==> src/rtl/swmgmt_rd.sv <==
module swmgmt_rd #(
  parameter int          HALF_DIV = 4,
  parameter logic [7:0]  RD_CMD   = 8'hA9
) (
  input  logic        clk,
  input  logic        rst_n,
  input  logic        start,
  input  logic [15:0] addr,
  input  logic        mdio_i,
  output logic        mdc,
  output logic        mdio_o,
  output logic        mdio_oe,
  output logic        busy,
  output logic        done,
  output logic [15:0] rdata
);
  localparam int DW = (HALF_DIV > 1) ? $clog2(HALF_DIV) : 1;
  localparam logic [DW-1:0] DIV_LAST = DW'(HALF_DIV - 1);
  localparam logic [5:0] TA   = 6'd27;
  localparam logic [5:0] RD0  = 6'd28;
  localparam logic [5:0] RD1  = 6'd43;
  localparam logic [5:0] ST0  = 6'd44;
  localparam logic [5:0] XTRA = 6'd46;

  logic [DW-1:0] div;
  logic          phase;
  logic [5:0]    slot;
  logic [26:0]   tx;
  logic [15:0]   rx;

  wire tick = (div == DIV_LAST);

  assign mdc     = phase;
  assign mdio_oe = busy && !(slot >= TA && slot < ST0);
  assign mdio_o  = (slot < TA) ? tx[26] : (slot != ST0);

  always_ff @(posedge clk) begin
    if (!rst_n) begin
      busy  <= 1'b0;
      done  <= 1'b0;
      phase <= 1'b0;
      div   <= '0;
      slot  <= '0;
      tx    <= '0;
      rx    <= '0;
      rdata <= '0;
    end else begin
      done <= 1'b0;
      if (!busy) begin
        if (start) begin
          busy  <= 1'b1;
          tx    <= {3'b101, RD_CMD, addr[7:0], addr[15:8]};
          slot  <= '0;
          div   <= '0;
          phase <= 1'b0;
        end
      end else if (tick) begin
        div <= '0;
        if (!phase) begin
          phase <= 1'b1;
          if (slot >= RD0 && slot <= RD1)
            rx <= {rx[14:0], mdio_i};
        end else begin
          phase <= 1'b0;
          if (slot == XTRA) begin
            busy  <= 1'b0;
            done  <= 1'b1;
            rdata <= {rx[7:0], rx[15:8]};
          end else begin
            slot <= slot + 6'd1;
            if (slot < TA)
              tx <= {tx[25:0], 1'b0};
          end
        end
      end else begin
        div <= div + DW'(1);
      end
    end
  end


  idle_clk_low_chk: assert property (@(posedge clk) disable iff (!rst_n)
    !busy |-> (!mdc && !mdio_oe));

  start_accept_chk: assert property (@(posedge clk) disable iff (!rst_n)
    (start && !busy) |=> busy);

  done_pulse_chk: assert property (@(posedge clk) disable iff (!rst_n)
    done |=> !done);

  done_idle_chk: assert property (@(posedge clk) disable iff (!rst_n)
    done |-> !busy);

  rdata_hold_chk: assert property (@(posedge clk) disable iff (!rst_n)
    !done |-> $stable(rdata));

  drive_while_high_chk: assert property (@(posedge clk) disable iff (!rst_n)
    (mdc && $past(mdc)) |-> ($stable(mdio_o) && $stable(mdio_oe)));
endmodule

==> config.mk <==
export PLATFORM = sky130hd
export DESIGN_NAME = swmgmt_rd
export DESIGN_NICKNAME = d
export VERILOG_FILES = /design/src/rtl/swmgmt_rd.sv
export SDC_FILE = /design/constraint.sdc
export NUM_CORES = 1
export LEC_CHECK = 0
export BUFFER_PORTS_ARGS = -buffer_cell sky130_fd_sc_hd__clkbuf_2
export CORE_MARGIN = 2
export CORE_UTILIZATION = 30
export DETAILED_ROUTE_END_ITERATION = 8
export GPL_ROUTABILITY_DRIVEN = 0
export PLACE_DENSITY = 0.53
export SETUP_SLACK_MARGIN = 0.3
export SLEW_MARGIN = 20
export SYNTH_ARGS = -nofsm -noshare
export SYNTH_HDL_FRONTEND = slang
export SYNTH_SLANG_ARGS = --single-unit
==> constraint.sdc <==
create_clock -name clk -period 4.9 [get_ports clk]
set_input_delay 1.225 -clock clk [delete_from_list [all_inputs] [get_ports clk]]
set_output_delay 1.225 -clock clk [all_outputs]
set_load 0.01 [all_outputs]
==> impl_metrics.json <==
{
  "final_core_util_pct": 34.9,
  "total_leakage_power_nw": 1.34,
  "required_ns": 3.67,
  "num_rows": 37,
  "netlist.top_cell.by_area": "dfxtp_1",
  "r2r_cells": 5,
  "fmax_mhz": 339,
  "grt_pass1_wl_um": 12000,
  "layout-drive-gt1-share_pct": 19.7,
  "core_area_um2": 10300,
  "regToRegStartpoint": "busy",
  "synth_nets": 359,
  "wl_um": 6850,
  "critPathArrivalTime_ns": 1.72,
  "worst_pin_slew_ns": 0.997,
  "rsz0062_at_grt": "false",
  "skew_ns": 0.00871,
  "synth.area.mux_share_pct": 4.71,
  "cp-end-kind": "primary output",
  "synth-adder-area-share_pct": 1.96,
  "io_pins": 41,
  "synth_cell_types": 41,
  "vias": 2624,
  "cts_root_buf": "clkbuf_8",
  "cp_slowest_cell": "dfxtp_1",
  "clkPwrFrac_pct": 41.7,
  "cts_tree": "yes",
  "grt_max_degree": 43,
  "ctsResizeCount": 0,
  "clkSlewWorstSetupHoldPaths_ns": 0.07,
  "ant_nets": 0,
  "synthXorXnorAreaFrac_pct": 0,
  "antenna_found_initial": 0,
  "yosysTopAreaCellShare_pct": 43.9,
  "htree_levels": 3,
  "viasPerCell": 5.29,
  "syn_area_per_cell_um2": 9.55,
  "mostFrequentLayoutCell": "dfxtp_1",
  "worst-setup-path-type": "reg2out",
  "grt_pass1_vias": 2563,
  "min_period_ns": 2.95,
  "crit_start": "slot[5]",
  "synth-edff-count": 0,
  "ys_warn_count": 0,
  "postCtsHoldBufs": 0,
  "p_comb_share_pct": 6.6,
  "nNetsFinal": 380,
  "initial_core_util_pct": 30.9,
  "p_seq_share_pct": 51.6,
  "diodes": 0,
  "dieArea_um2": 11500,
  "clkLatencyLatePin_ns": 0.35,
  "final_hold_viol_count": 0,
  "r2r-end": "rx[14]",
  "synth_seq_area_share_pct": 43.9,
  "num-fill-cells": 1050,
  "ir_drop_v": 0.000136,
  "synth-compound-area-share_pct": 24.8,
  "hold_path.class": "reg2reg",
  "dp.cells": 480,
  "first_iter_violations": 120,
  "place_hpwl_um": 4360,
  "p_switching_mw": 0.283,
  "dr.pass1.iters": 4,
  "netlist_instances": 334,
  "setup_tns_ns": 0,
  "synth_top_family_by_area": "compound AO/OA/AOI/OAI gates",
  "cts_setup_buffers": 0,
  "area_delta_synth_final_pct": 13.0,
  "slew_viol_final": 0,
  "dieWidth_um": 107,
  "fp.dieH_um": 107,
  "track_usage_pct": 12.9,
  "swShare_pct": 24.5,
  "synth_flop_cell": "dfxtp_1",
  "routedWlPerCell_um": 13.8,
  "layout_common_cells": "70 x dfxtp_1, 40 x clkbuf_2, 36 x nand2_1",
  "p_per_area_nw_per_um2": 320,
  "synthArstFlopShare_pct": 0,
  "yosys.area_share.simple_pct": 18.2,
  "setup-violations-final": 0,
  "synth.area.top_cells": "dfxtp_1 44%, mux2i_1 4.7%, a22o_1 4.4%, nand2_1 4.2%, or4_1 3.8%",
  "intPower_mw": 0.869,
  "final-instance-count-excl-fill": 496,
  "drc": 0,
  "cp-endpoint": "mdio_oe",
  "status": "finished clean",
  "numCtsBuffers": 9,
  "slowest_delay_ns": 0.52,
  "overflow": 0,
  "critPathMaxFanout": 18,
  "cts.sinks": 70,
  "fin_crit_sh_pct": 60.2,
  "path_cells": "nand2b_1 -> o221a_2 -> clkbuf_2",
  "synth_area_um2": 3190,
  "clockBufferDepth": 2,
  "portBuffers": 40,
  "r2r_setup_slack_ns": 2.20,
  "postSynthRegisterBits": 70,
  "max_cap_viol_count": 0,
  "relSlewSlack_pct": 33.3,
  "cp-start-kind": "flip-flop"
}
==> sequential cells by signal, indices dropped and copies added (netlist names) <==
signal  count
mdc         1
rx         16
busy        1
slot        6
rdata      16
tx         27
done        1
div         2
==> metal layers <==
layer / track usage, % / share of wire, % / up-vias / wire (µm)
met3: 4.74 / 6.3 / 11 / 429
li1: - / - / 1319 / -
met1: 14.8 / 45 / 1236 / 3100
met5: 0 / 0 / - / 0
met4: 6.77 / 2.2 / 0 / 150
met2: 20.8 / 46 / 58 / 3170
==> cells in the mapped netlist, types with 2 or more instances <==
cell / n
clkbuf_1: 16
nor3b_1: 2
a21oi_1: 6
o22ai_1: 6
a211oi_1: 15
o311ai_0: 12
buf_6: 6
o311ai_1: 5
o2111ai_1: 3
inv_1: 4
nor2b_1: 17
a31oi_1: 16
dfxtp_1: 70
nand3_1: 5
o221a_2: 7
a2111o_1: 4
nor2_1: 19
buf_2: 8
a22o_1: 16
or4_1: 16
a32oi_1: 2
and2_1: 3
nand2_1: 36
nand2b_1: 3
ha_1: 5
buf_4: 3
mux2i_1: 15
==> power by group through the flow <==
stage	clock [mW]	combinational [mW]	sequential, mW
after floorplan	0	0.0602	0.606
after global placement	0	0.0765	0.608
after detailed placement	0	0.0780	0.608
after CTS	0.501	0.0784	0.595
after global routing	0.521	0.0863	0.597
final	0.480	0.0766	0.595
==> worst min path at each step <==
stage	endpoint	cells after the start	from	slack, ns
after CTS	tx[25]	2	tx[25]	0.47
final	tx[25]	2	tx[25]	0.47
after detailed placement	tx[25]	2	tx[25]	0.46
after global placement	tx[22]	2	tx[21]	0.46
after global routing	tx[22]	2	tx[21]	0.49
after floorplan	rdata[7]	1	rx[15]	0.44
==> cell families after synthesis <==
family / after synthesis
DFF: 70
AOI/OAI and AO/OA: 97
adders and majority gates: 5
muxes: 15
buffers and inverters: 37
and+or+nand+nor: 110
==> cell type report <==
type                            instances  area (µm²)  share of cell area [%]
Sequential cell                        70        1400                    38.9
Multi-Input combinational cell        227        1590                    44.0
Clock buffer                           10         138                    3.82
Inverter                                4        15.0                   0.417
Clock inverter                          6        71.3                    1.98
Timing Repair Buffer                   43         223                    6.18
Tap cell                              136         170                    4.72
==> worst max-delay path, delay by kind of cell, from the launching register on <==
family | cells | cell delay, ns
flip-flops | 1 | 0.52
AO/OA/AOI/OAI | 1 | 0.36
AND/OR/NAND/NOR | 1 | 0.37
buffers and inverters | 1 | 0.13
==> metrics by stage <==
stage	setup WS [ns]	hold slack [ns]	total power [mW]	instance area (µm²)
5_1_grt	1.76	0.490	1.20	3600
3_3_place_gp	1.84	0.457	0.684	3390
4_1_cts	1.86	0.472	1.17	3600
6_report	1.95	0.470	1.15	3600
3_5_place_dp	1.79	0.461	0.686	3390
2_1_floorplan	2.54	0.442	0.666	3190
No activity file was read; power rests on OpenSTA's default activity.
